==> config.mk <==
export PLATFORM = sky130hd
export DESIGN_NAME = bnp_unit
export DESIGN_NICKNAME = d
export VERILOG_FILES = /design/src/rtl/bnp_pkg.sv /design/src/rtl/bnp_decode.sv /design/src/rtl/bnp_cond.sv /design/src/rtl/bnp_target.sv /design/src/rtl/bnp_unit.sv
export SDC_FILE = /design/constraint.sdc
export NUM_CORES = 1
export LEC_CHECK = 0
export ABC_AREA = 1
export BUFFER_PORTS_ARGS = -buffer_cell sky130_fd_sc_hd__buf_2
export CAP_MARGIN = 20
export CORE_UTILIZATION = 41
export DETAILED_ROUTE_END_ITERATION = 6
export HOLD_SLACK_MARGIN = 0.06
export SLEW_MARGIN = 40
export SYNTH_ARGS = -nofsm -noshare
export SYNTH_HDL_FRONTEND = slang
export SYNTH_SLANG_ARGS = --single-unit
==> constraint.sdc <==
create_clock -name clk_i -period 1.5 [get_ports clk_i]
set_input_delay 0.075 -clock clk_i [delete_from_list [all_inputs] [get_ports clk_i]]
set_output_delay 0.075 -clock clk_i [all_outputs]
set_load 0.05 [all_outputs]
==> src/rtl/bnp_pkg.sv <==
package bnp_pkg;
  localparam int XLEN = 32;
  localparam int OPW  = 6;
  localparam int IDXW = 26;
  localparam int OFFW = 16;

  typedef enum logic [1:0] {
    COND_EQ  = 2'b00,
    COND_NE  = 2'b01,
    COND_LEZ = 2'b10,
    COND_GTZ = 2'b11
  } cond_e;

  typedef struct packed {
    logic            jump;
    logic            link;
    logic            branch;
    logic            likely;
    cond_e           cond;
    logic [IDXW-1:0] index;
    logic [OFFW-1:0] offset;
  } dec_t;
endpackage

==> src/rtl/bnp_decode.sv <==
module bnp_decode
  import bnp_pkg::*;
(
  input  logic [XLEN-1:0] instr_i,
  output dec_t            dec_o
);
  logic [OPW-1:0] op;
  assign op = instr_i[XLEN-1 -: OPW];

  always_comb begin
    dec_o        = '0;
    dec_o.jump   = (op[OPW-1:1] == 5'b00001);
    dec_o.link   = (op == 6'h03);
    dec_o.branch = !op[5] && (op[3:2] == 2'b01);
    dec_o.likely = dec_o.branch && op[4];
    dec_o.cond   = cond_e'(op[1:0]);
    dec_o.index  = instr_i[IDXW-1:0];
    dec_o.offset = instr_i[OFFW-1:0];
  end
endmodule

==> src/rtl/bnp_cond.sv <==
module bnp_cond
  import bnp_pkg::*;
(
  input  cond_e           cond_i,
  input  logic [XLEN-1:0] rs_i,
  input  logic [XLEN-1:0] rt_i,
  output logic            take_o
);
  logic eq, zero, neg;
  assign eq   = (rs_i == rt_i);
  assign zero = (rs_i == '0);
  assign neg  = rs_i[XLEN-1];

  always_comb begin
    unique case (cond_i)
      COND_EQ:  take_o = eq;
      COND_NE:  take_o = !eq;
      COND_LEZ: take_o = neg || zero;
      default:  take_o = !neg && !zero;
    endcase
  end
endmodule

==> src/rtl/bnp_target.sv <==
module bnp_target
  import bnp_pkg::*;
(
  input  logic [XLEN-1:0] pc_i,
  input  logic [IDXW-1:0] index_i,
  input  logic [OFFW-1:0] offset_i,
  output logic [XLEN-1:0] seq4_o,
  output logic [XLEN-1:0] seq8_o,
  output logic [XLEN-1:0] jump_tgt_o,
  output logic [XLEN-1:0] br_tgt_o
);
  localparam int HIW = XLEN - IDXW - 2;
  localparam int SXW = XLEN - OFFW - 2;

  logic [XLEN-1:0] disp;
  assign disp       = {{SXW{offset_i[OFFW-1]}}, offset_i, 2'b00};
  assign seq4_o     = pc_i + XLEN'(4);
  assign seq8_o     = pc_i + XLEN'(8);
  assign jump_tgt_o = {pc_i[XLEN-1 -: HIW], index_i, 2'b00};
  assign br_tgt_o   = seq4_o + disp;
endmodule

==> src/rtl/bnp_unit.sv <==
module bnp_unit
  import bnp_pkg::*;
#(
  parameter logic [31:0] RESET_PC = 32'hBFC0_0000
) (
  input  logic        clk_i,
  input  logic        rst_ni,
  input  logic        valid_i,
  input  logic [31:0] instr_i,
  input  logic [31:0] pc_i,
  input  logic [31:0] rs_val_i,
  input  logic [31:0] rt_val_i,
  output logic [31:0] next_pc_o,
  output logic        delay_slot_o,
  output logic        annul_o,
  output logic        link_we_o,
  output logic [31:0] link_data_o,
  output logic        illegal_o
);
  dec_t            dec;
  logic            take;
  logic [XLEN-1:0] seq4, seq8, jump_tgt, br_tgt;
  logic [XLEN-1:0] target_q;

  bnp_decode u_dec (.instr_i(instr_i), .dec_o(dec));

  bnp_cond u_cond (
    .cond_i(dec.cond), .rs_i(rs_val_i), .rt_i(rt_val_i), .take_o(take)
  );

  bnp_target u_tgt (
    .pc_i(pc_i), .index_i(dec.index), .offset_i(dec.offset),
    .seq4_o(seq4), .seq8_o(seq8), .jump_tgt_o(jump_tgt), .br_tgt_o(br_tgt)
  );

  always_ff @(posedge clk_i or negedge rst_ni) begin
    if (!rst_ni) begin
      next_pc_o    <= RESET_PC;
      delay_slot_o <= 1'b0;
      annul_o      <= 1'b0;
      link_we_o    <= 1'b0;
      link_data_o  <= '0;
      illegal_o    <= 1'b0;
      target_q     <= '0;
    end else begin
      annul_o   <= 1'b0;
      link_we_o <= 1'b0;
      illegal_o <= 1'b0;
      if (valid_i) begin
        if (delay_slot_o) begin
          // slot: release held target, reject nested transfer
          next_pc_o    <= target_q;
          delay_slot_o <= 1'b0;
          illegal_o    <= dec.jump || dec.branch;
        end else if (dec.jump) begin
          next_pc_o    <= seq4;
          delay_slot_o <= 1'b1;
          target_q     <= jump_tgt;
          link_we_o    <= dec.link;
          link_data_o  <= seq8;
        end else if (dec.branch && take) begin
          next_pc_o    <= seq4;
          delay_slot_o <= 1'b1;
          target_q     <= br_tgt;
        end else if (dec.branch && dec.likely) begin
          next_pc_o <= seq8;
          annul_o   <= 1'b1;
        end else begin
          next_pc_o <= seq4;
        end
      end
    end
  end

  a_r8_annul_excl_slot: assert property (@(posedge clk_i) disable iff (!rst_ni)
    annul_o |-> !delay_slot_o);

  a_r4_link_has_slot: assert property (@(posedge clk_i) disable iff (!rst_ni)
    link_we_o |-> delay_slot_o);

  a_r4_link_value: assert property (@(posedge clk_i) disable iff (!rst_ni)
    link_we_o |-> (link_data_o == $past(pc_i) + 32'd8));

  a_r9_slot_consumed: assert property (@(posedge clk_i) disable iff (!rst_ni)
    (valid_i && delay_slot_o) |=> !delay_slot_o);

  a_r10_illegal_in_slot: assert property (@(posedge clk_i) disable iff (!rst_ni)
    illegal_o |-> ($past(delay_slot_o) && !link_we_o && !annul_o));

  a_r11_idle_hold: assert property (@(posedge clk_i) disable iff (!rst_ni)
    !valid_i |=> ($stable(next_pc_o) && $stable(delay_slot_o) && !annul_o && !illegal_o));

  a_r1_pulses_onehot: assert property (@(posedge clk_i) disable iff (!rst_ni)
    $onehot0({annul_o, link_we_o, illegal_o}));
endmodule

==> After elaboration in Yosys (flattened, before gate mapping) <==
Cells that the tools add are included.
{ "word_totals": {"regBits": 100, "inputBits": 131, "word_cells": 53} }
{ "op_classes": {"add_sub_neg": 3, "eq_ne": 6, "muxes": 20, "n_bitwise": 1, "n_reduce_logical": 16} }
{ "ops": {"columns": ["cell", "count"], "rows": [
  ["$mux 32", 6],
  ["$add 32x3->32 const B", 1],
  ["$add 32x32->32", 1],
  ["$add 32x4->32 const B", 1],
  ["$eq 32x32->1", 1],
  ["$logic_not 32->1", 1],
  ["$mux 1", 13],
  ["$eq 6x2->1 const B", 1],
  ["$reduce_and 3->1", 2],
  ["$eq 5x1->1 const B", 1],
  ["$logic_and 1x1->1", 5],
  ["$eq 2x1->1 const B", 2],
  ["$logic_not 1->1", 4],
  ["$pmux 1 s3", 1],
  ["$eq 2x2->1 const B", 1],
  ["$logic_not 2->1", 1],
  ["$logic_or 1x1->1", 2],
  ["$reduce_bool 2->1", 1],
  ["$not 1->1", 1]
]} }

==> Longest topological paths before layout <==
Gate-level depths: netlist of the first run.
{ "logic_depth": {"depth_word": 9, "mapped_depth": 23} }

==> By module <==
Synthesis of the first run repeated with hierarchy kept, for this count alone.
{ "hier_totals": {"hier_cells": 1570, "hier_area_um2": 9929.5} }
{ "by_module_without_submodules": {"columns": ["mod", "n_inst", "cells_each", "area_per_inst_um2"], "rows": [
  ["bnp_unit", 1, 740, 5373.9],
  ["bnp_target", 1, 647, 3555.9],
  ["bnp_cond", 1, 128, 623.1],
  ["bnp_decode", 1, 55, 376.6]
]} }

==> Worst setup path before layout of the first run <==
No wires, ideal clock.
{ "synth_timing": {"path_kind": "input to register", "from": "in pc_i[3]", "to": "reg target_q[25]", "setup_time_ns": 0.119, "t_arrival_ns": 2.603, "t_required_ns": 1.381, "slack_ns": -1.222, "path_stages": 18, "n_path_buf": 0, "cell_sequence": "ha_1 > nand3_2 > nor2_1 > nand2_1 > xor2_1 > inv_1 > a21oi_1 > inv_1 > ha_1 > nand2_1 > inv_1 > a21boi_0 > a21boi_0 > nand3_1 > or2_2 > nand3_1 > nand2_1 > o21a_1"} }
{ "synth_between": {"elab_chain_len": 4} }
{ "synth_rtl": {"columns": ["element", "line", "text"], "rows": [
  ["from (decl)", "bnp_unit.sv:10", "input logic [31:0] pc_i,"],
  ["$add 32x3->32", "bnp_target.sv:17", "assign seq4_o = pc_i + XLEN'(4);"],
  ["$add 32x32->32", "bnp_target.sv:20", "assign br_tgt_o = seq4_o + disp;"],
  ["$mux 32", "bnp_unit.sv:61", "end else if (dec.branch && take) begin"],
  ["$mux 32", "bnp_unit.sv:55", "end else if (dec.jump) begin"],
  ["to (signal assigned)", "bnp_unit.sv:58", "target_q <= jump_tgt;"],
  ["to (signal assigned)", "bnp_unit.sv:64", "target_q <= br_tgt;"],
  ["to (decl)", "bnp_unit.sv:23", "logic [XLEN-1:0] target_q;"]
]} }
No other way between the ends. The select of a mux whose other input is x is not followed.
A chain may end at the register's enable or synchronous reset.

==> Worst setup path after layout of the first run <==
Same ends and word-level chain as after synthesis.

==> results.toml, run 1 <==
[run_status]
status = "finished, violations left"
violations = "negative setup slack"

[critical_path]
crit_type = "in2reg"
cp-start-kind = "input port"
arrival_ns = 2.83
critPathRequiredTime_ns = 1.78
worstPathMaxFanout = 4
cp-end-kind = "register"
worst-r2r-cell-count = 6

[floorplan]
die_h_um = 147
dieArea_mm2 = 0.0217
placementRows = 52
ios = 199
initial_core_util_pct = 42.3
die_w_um = 147
core_area_mm2 = 0.0205

[logic_synthesis]
syn_avg_cell_area_um2 = 6.37
synth-simple-area-share_pct = 36.8
muxShareOfSynthArea_pct = 1.04
synthXorXnorAreaFrac_pct = 6.87
synth-edff-count = 0
syn_area_mm2 = 0.00866
synth_adder_area_share_pct = 5.57
syn_nets = 1530
syn_inst = 1361
yosysWarnings = 0
synth_seq_cells = 100
synthFlopType = "dfrtp_1"
synth-async-reset-ratio_pct = 100
synth_top_family_by_area = "simple AND/OR/NAND/NOR gates"
synth-compound-area-share_pct = 10.4
synth_cell_types = 44
seq_area_frac_synth_pct = 29.0

[sta]
fin_crit_ns = 2.55
fmax_mhz = 392
fin_hold_ws_ns = 0.0652
slew_headroom_pct = 67.0
finalClockSkew_ns = 0.0185
layout_setup_ws_ns = -1.05
rsz0062_at_grt = "true"
setup_tns_ns = -22.95
fin_crit_sh_pct = 170
finalMaxSlewViolations = 0
hold_violations = 0
worstMarginPinSlew_ns = 0.494
setup_viol = 32

[global_routing]
grt_usage_pct = 32.1
grt-ovfl-total = 0
grt_pass1_wl_mm = 54.1
antenna_found_initial = 0
grt_max_degree = 61
grt_pass1_vias = 10395

[drt]
vias = 10828
wirelength_mm = 36.2
drt_iter0_drc = 555
wl_per_cell_um = 16.9
dr.pass1.iters = 5
viasPerCell = 5.06
drc = 0
detail-route-antenna-nets = 0

[clocking]
clk_latency_ns = 0.38
cts_sinks = 100
cts-buffers-inserted = 9
cts_max_level = 3
root_buffer = "clkbuf_16"
clk_path_buf_depth = 2
cts_tree = "yes"
clk_pin_slew_ns = 0.09

[cells_and_area]
drive_above_1_share_pct = 49.2
syn_to_final_growth_pct = 75.3
nets = 2035
final_common_cell = "nand2_1"
num_antenna_cells = 0
final_util_pct = 74.1
final_cell_mix = "nand2_1 (364), buf_4 (265), buf_2 (181)"

[place]
dp_hpwl_mm = 26.9
io_buffers = 198
gp_congestion = 0.941

[power_and_ir_drop]
ir_drop_mv = 0.823
power.density_mw_per_mm2 = 796
total_power_mw = 12.1
leakage_nw = 7.84

[flow_run]
cap_violations = 0

[min_path]
min_path_cells = 5
hold_class = "in2reg"
[routing by layer]
layer / global-route usage, % / part of all wire, % / up-vias
li1: - / - / 5311
met1: 40.0 / 41 / 5068
met2: 56.3 / 50 / 360
met3: 4.54 / 5.3 / 89
met4: 11.3 / 3.6 / 0
met5: 0 / 0 / -
[cells in the mapped netlist, drive strengths merged, types with 2 or more instances]
| library cell | number | share of area [%] |
|---|---|---|
| nand2 | 470 | 21 |
| mux2i | 9 | 1.0 |
| ha | 37 | 5.3 |
| o31ai | 2 | 0.17 |
| nand4 | 26 | 1.9 |
| inv | 182 | 7.9 |
| xor2 | 56 | 5.7 |
| clkbuf | 21 | 0.91 |
| o22ai | 2 | 0.14 |
| nand3 | 109 | 6.8 |
| nor3 | 14 | 0.94 |
| dfstp | 9 | 2.7 |
| a21boi | 2 | 0.17 |
| nor2 | 120 | 5.5 |
| o21bai | 3 | 0.26 |
| xnor2 | 12 | 1.2 |
| a21oi | 60 | 3.5 |
| a21o | 4 | 0.35 |
| o21a | 5 | 0.43 |
| o21ai | 93 | 5.4 |
| or2 | 8 | 0.58 |
| dfrtp | 91 | 26 |
| buf | 19 | 1.4 |
[sequential cells by signal (all words and copies together), names as in the netlist]
| register | count |
|---|---|
| annul_o | 1 |
| illegal_o | 1 |
| link_we_o | 1 |
| target_q | 32 |
| link_data_o | 32 |
| next_pc_o | 32 |
| delay_slot_o | 1 |
[cells by family (layout without fill, tap and decap cells)]
| logic type | after synthesis | after routing |
|---|---|---|
| AOI/OAI and AO/OA | 172 | 172 |
| buffers and inverters | 223 | 733 |
| xor gates and xnor gates | 68 | 68 |
| DFF | 100 | 100 |
| muxes | 9 | 9 |
| adders and majority gates | 38 | 38 |
| and+or+nand+nor | 751 | 751 |
[area by class of cell]
type	count	area (µm²)
Multi-Input combinational cell	1038	7340
Fill cell	1624	5310
Timing Repair Buffer	532	3970
Sequential cell	100	2510
Inverter	183	707
Tap cell	270	338
Clock buffer	9	225
Clock inverter	7	71.3
Timing Repair inverter	2	17.5
[timing repair]
| action | CTS | global route |
|---|---|---|
| hold buffers | 16 | 0 |
| pin swaps | 110 | 151 |
| setup endpoints to repair | 31 | 63 |
| cloned | 0 | 5 |
| setup buffers | 42 | 37 |
| endpoints found under the hold margin | 110 | 0 |
| gates resized for setup | 207 | 271 |
[power by group]
part / total [mW] / switching [mW] / internal [mW]
sequential: 3.63 / 0.344 / 3.28
combinational: 5.98 / 3.61 / 2.37
clock: 2.48 / 1.29 / 1.19
total: 12.1 / 5.24 / 6.84
[metrics by stage]
stage | std cells | setup slack, ns | instance area [µm²]
finish | 2141 | -1.05 | 15200
global route | 2141 | -1.19 | 15200
CTS | 2105 | -0.919 | 13800
detailed placement | 2032 | -1.67 | 12100
global placement | 2032 | -1.62 | 12100
floorplan | 1361 | -1.02 | 9120
[worst max-delay path: stages]
cell and delay (ns):
buf_12 0.09, ha_4 0.14, nand3_4 0.08, nor2_4 0.16, nand2_2 0.10, nor3_4 0.26, buf_6 0.16, buf_4 0.11
nand2_2 0.06, xor2_2 0.23, ha_4 0.27, a21o_1 0.20, a21boi_2 0.13, a21boi_2 0.17, nand3_2 0.08, or2_4 0.25
nand3_2 0.05, nand2_1 0.04, o21a_1 0.16
[path summary, 6_finish.rpt]
check,endpoint,slack [ns],from
hold reg to reg,link_data_o[5]$_DFFE_PN0P_,0.47,link_data_o[5]$_DFFE_PN0P_
min in group asynchronous,next_pc_o[4]$_DFFE_PN0P_,0.18,rst_ni
setup reg to reg,link_data_o[8]$_DFFE_PN0P_,0.11,delay_slot_o$_DFFE_PN0P_
hold / removal,target_q[21]$_DFFE_PN0P_,0.07,instr_i[19]
max in group asynchronous,next_pc_o[25]$_DFFE_PN1P_,0.67,rst_ni
setup / recovery,target_q[25]$_DFFE_PN0P_,-1.05,pc_i[3]
No activity file was read; power rests on OpenSTA's default activity.
==> run 2, diff against run 1 <==
CORE_UTILIZATION = 35   (was 41)
clock period = 2.6 ns   (was 1.5 ns; I/O delays follow)
==> results.toml, run 2 (same netlist as run 1, synthesis figures left out) <==
[sta]
worstMarginPinSlew_ns = 0.709
fmax_mhz = 390
rsz0062_at_grt = "true"
slew_headroom_pct = 52.8
layout_setup_ws_ns = 0.0381
fin_crit_sh_pct = 98.5
fin_crit_ns = 2.56
setup_viol = 0
finalClockSkew_ns = 0.00881
hold_violations = 0
finalMaxSlewViolations = 0

[clocking]
clk_latency_ns = 0.37
root_buffer = "clkbuf_16"
clk_pin_slew_ns = 0.09
cts_tree = "yes"
cts_sinks = 100
cts-buffers-inserted = 9
cts_max_level = 3
clk_path_buf_depth = 2

[floorplan]
placementRows = 57
dieArea_mm2 = 0.0254
core_area_mm2 = 0.0243
die_h_um = 159
die_w_um = 159
ios = 199
initial_core_util_pct = 35.6

[critical_path]
worstPathMaxFanout = 5
cp-start-kind = "input port"
arrival_ns = 2.80
critPathRequiredTime_ns = 2.84
cp-end-kind = "register"
crit_type = "in2reg"

[global_routing]
grt-ovfl-total = 0
grt_max_degree = 101
grt_pass1_vias = 9938
grt_pass1_wl_mm = 53.4
grt_usage_pct = 27.2
antenna_found_initial = 0

[min_path]
hold_class = "in2reg"

[power_and_ir_drop]
ir_drop_mv = 0.327
power.density_mw_per_mm2 = 504
total_power_mw = 6.55
leakage_nw = 6.94

[cells_and_area]
drive_above_1_share_pct = 37.3
syn_to_final_growth_pct = 50.1
final_common_cell = "nand2_1"
n_fill_cell = 2450
num_antenna_cells = 0
seqCellArea_mm2 = 0.00251
nets = 1927
multi_input_area_mm2 = 0.00629
final_cell_mix = "nand2_1 (427), buf_4 (218), buf_2 (193)"
top_regs = "link_data_o x32, next_pc_o x32, target_q x32"

[drt]
vias = 10062
wl_per_cell_um = 16.6
viasPerCell = 4.82
wirelength_mm = 34.5
drc = 0
detail-route-antenna-nets = 0
dr.pass1.iters = 5
drt_iter0_drc = 565

[place]
dp_hpwl_mm = 27.4
dp_worst_setup_slack_ns = -0.745
gp_congestion = 0.981
io_buffers = 198

[run_status]
status = "finished, final reports clean"

[flow_run]
cap_violations = 0
[run 2: changes by cell type in the layout (fill, tap and decap cells not counted), moves of 15 or more]
cell	previous run	this run
nand2_1	364	427
inv_1	148	168
nand3_1	61	90
buf_4	265	218
nand3_2	36	13
buf_6	55	8
o21ai_0	37	62
inv_2	30	11
o21ai_1	39	24
nand2_4	31	8
nand2_2	71	35
[run 2: repair_timing]
| action | in CTS | in global routing |
|---|---|---|
| buffers inserted | 3 | 12 |
| hold endpoints to repair | 98 | 0 |
| pin swaps | 7 | 66 |
| hold buffers | 4 | 0 |
| setup endpoints to repair | 18 | 23 |
| gates resized for setup | 52 | 180 |
[run 2: cell type report]
cell class	count	area share, %
Clock buffer	9	1.73
Clock inverter	7	0.770
Inverter	183	5.34
Multi-Input combinational cell	1038	48.4
Sequential cell	100	19.3
Tap cell	324	3.12
Timing Repair Buffer	426	21.3
[run 2: stage by stage]
stage	hold slack (ns)	utilization (%)	cells	instance area [µm²]	setup TNS, ns
after floorplan	-0.166	-	1361	8750	0
after global placement	0.238	47.4	2052	11500	-10.40
after detailed placement	0.245	47.4	2052	11500	-11.07
after CTS	0.0724	50.1	2075	12200	-0.0207
after global routing	0.0839	53.5	2087	13000	-1.43
final	0.0719	53.5	2087	13000	0
[run 2: critical path, stage by stage]
cell and delay [ns]:
buf_8 0.09, ha_4 0.13, nand3_4 0.08, nor2_4 0.10, nand2_2 0.08, nor3_4 0.31, buf_6 0.15, nand2_2 0.05
xor2_2 0.19, inv_2 0.09, ha_4 0.28, a21oi_4 0.18, o21ai_2 0.08, o21bai_4 0.19, inv_1 0.06, nand2_1 0.06
or2_2 0.27, nand3_1 0.07, nand2_1 0.05, nor2_1 0.09, a21oi_1 0.06
[run 2: worst paths after layout]
check,from,endpoint,cells after the start,slack [ns]
worst max-delay path,pc_i[3],target_q[21]$_DFFE_PN0P_,21,0.04
worst min-delay path,instr_i[16],target_q[18]$_DFFE_PN0P_,3,0.07
worst max register to register,delay_slot_o$_DFFE_PN0P_,link_data_o[22]$_DFFE_PN0P_,6,0.64
worst min register to register,link_data_o[5]$_DFFE_PN0P_,link_data_o[5]$_DFFE_PN0P_,2,0.47
max in group asynchronous,rst_ni,next_pc_o[12]$_DFFE_PN0P_,3,1.75
min in group asynchronous,rst_ni,target_q[24]$_DFFE_PN0P_,3,0.30
[run 2: power by group]
part | switching, mW | internal, mW
Combinational | 1.85 | 1.08
Clock | 0.748 | 0.783
Sequential | 0.206 | 1.89
Total | 2.80 | 3.75
[run 2: layer usage]
| layer | GRT usage (%) | routed length, µm | vias to the layer above |
|---|---|---|---|
| li1 | - | - | 5092 |
| met2 | 46.4 | 16600 | 303 |
| met3 | 3.02 | 1670 | 49 |
| met5 | 0 | 0 | - |
| met4 | 9.92 | 1100 | 0 |
| met1 | 35.4 | 15100 | 4618 |
==> run 3, diff against run 2 <==
SETUP_SLACK_MARGIN = 0.1   (was not set)
==> results.toml, run 3 (same netlist as run 1, synthesis figures left out) <==
[min_path]
hold_class = "in2reg"

[power_and_ir_drop]
ir_drop_mv = 0.293
leakage_nw = 6.92
clkPwrFrac_pct = 22.4
total_power_mw = 6.39
seqPwrFrac_pct = 32.8
p_comb_share_pct = 44.8
switching_share_pct = 42.8
p_switching_mw = 2.73
p_int_mw = 3.65
power.density_mw_per_mm2 = 503

[cells_and_area]
top_regs = "link_data_o x32, next_pc_o x32, target_q x32"
syn_to_final_growth_pct = 46.5
final_common_cell = "nand2_1"
n_fill_cell = 2475
nets = 1924
final_cell_mix = "nand2_1 (436), buf_4 (219), buf_2 (193)"
drive_above_1_share_pct = 34.9

[sta]
worstMarginPinSlew_ns = 0.747
fmax_mhz = 379
finalClockSkew_ns = 0.0115
layout_setup_ws_ns = -0.0354
rsz0062_at_grt = "true"
setup_viol = 2
fin_crit_sh_pct = 101
slew_headroom_pct = 50.2
hold_violations = 0
fin_hold_ws_ns = 0.0634
fin_crit_ns = 2.64
finalMaxSlewViolations = 0

[floorplan]
ios = 199
die_w_um = 159
placementRows = 57
core_area_mm2 = 0.0243
die_h_um = 159
dieArea_mm2 = 0.0254
initial_core_util_pct = 35.6

[critical_path]
r2r-start = "delay_slot_o$_DFFE_PN0P_"
cp-end-kind = "register"
crit_end = "target_q[25]$_DFFE_PN0P_"
cp-start-kind = "input port"
worstPathMaxFanout = 4
arrival_ns = 2.90
worst-r2r-cell-count = 6
crit_type = "in2reg"
critPathRequiredTime_ns = 2.86
regToRegEndpoint = "link_data_o[2]$_DFFE_PN0P_"
r2r_slack_ns = 0.73
setup.worst_path.start = "pc_i[2]"

[clocking]
clk_path_buf_depth = 2
cts_tree = "yes"
clk_latency_ns = 0.37
root_buffer = "clkbuf_16"
cts-buffers-inserted = 9
cts_sinks = 100
cts_max_level = 3
clk_pin_slew_ns = 0.08

[drt]
wl_met1_mm = 14.6
dr.pass1.iters = 6
drt_iter0_drc = 596
wl_per_cell_um = 16.3
wl_met3_mm = 1.92
wirelength_mm = 34.0
wl_met2_mm = 16.5
highest_layer = "met4"
vias = 10186
detail-route-antenna-nets = 0
viasPerCell = 4.89
drc = 0

[flow_run]
cap_violations = 0

[global_routing]
grt_pass1_wl_mm = 52.5
grt_usage_pct = 26.6
grt_max_degree = 61
antenna_found_initial = 1
grt-ovfl-total = 0
grt_pass1_vias = 9950

[place]
io_buffers = 198
dp_hpwl_mm = 27.6
gp_congestion = 0.935
dp_worst_setup_slack_ns = -0.635

[run_status]
status = "finished, violations left"
violations = "negative setup slack"
[run 3: power groups by stage]
stage / clock network (mW) / logic, mW / registers (mW)
CTS: 1.44 / 2.75 / 2.10
detailed placement: 0 / 2.65 / 2.12
global placement: 0 / 2.63 / 2.12
floorplan: 0 / 1.03 / 2.65
finish: 1.43 / 2.86 / 2.10
global route: 1.50 / 3.10 / 2.13
[run 3: through the flow]
stage	area, µm²	utilization (%)	setup TNS (ns)	instances
6_report	12700	52.2	-0.0411	2085
2_1_floorplan	8810	-	0	1361
4_1_cts	12300	50.4	0	2078
3_3_place_gp	11600	47.6	-9.55	2053
5_1_grt	12700	52.2	-1.94	2084
3_5_place_dp	11600	47.6	-10.64	2053
[run 3: final cells by class]
class,count,area [µm²],area share (%)
multi-input cells,1038,6040,47.6
repair buffers,423,2740,21.5
flip-flops and latches,100,2510,19.8
inverters,183,693,5.46
well taps,324,405,3.19
clock buffers,11,253,1.99
clock inverters,5,48.8,0.384
diodes,1,2.50,0.0197
[run 3: what timing repair did]
| action | 4_1_cts | 5_1_grt |
|---|---|---|
| hold endpoints to repair | 53 | 0 |
| setup buffers | 6 | 6 |
| pin swaps | 36 | 51 |
| hold buffers | 3 | 0 |
| endpoints found under the setup margin | 20 | 21 |
| gates resized for setup | 77 | 101 |
[run 3: metal layers]
layer | up-vias | GRT usage [%]
met2 | 354 | 46.7
li1 | 5093 | -
met1 | 4681 | 33.2
met4 | 0 | 9.05
met5 | - | 0
met3 | 58 | 3.83
[run 3: worst min-delay path by stage]
stage | depth (start not counted) | slack (ns) | from | endpoint
after CTS | 3 | 0.06 | instr_i[16] | target_q[18]$_DFFE_PN0P_
after floorplan | 0 | -0.17 | rst_ni | annul_o$_DFF_PN0_
after global placement | 1 | 0.23 | rst_ni | target_q[15]$_DFFE_PN0P_
after detailed placement | 1 | 0.22 | rst_ni | target_q[19]$_DFFE_PN0P_
final | 3 | 0.06 | instr_i[16] | target_q[18]$_DFFE_PN0P_
after global routing | 3 | 0.08 | instr_i[16] | target_q[18]$_DFFE_PN0P_
[run 3: critical path: stages]
cell	delay, ns
buf_4	0.10
ha_4	0.13
nand3_4	0.09
nor2_4	0.13
nand2_2	0.08
nor3_4	0.30
buf_6	0.16
nand2_1	0.08
xor2_2	0.21
ha_4	0.26
a21o_1	0.21
a21boi_2	0.20
a21boi_2	0.19
nand3_2	0.10
or2_4	0.24
nand3_2	0.05
nand2_1	0.05
o21a_1	0.16
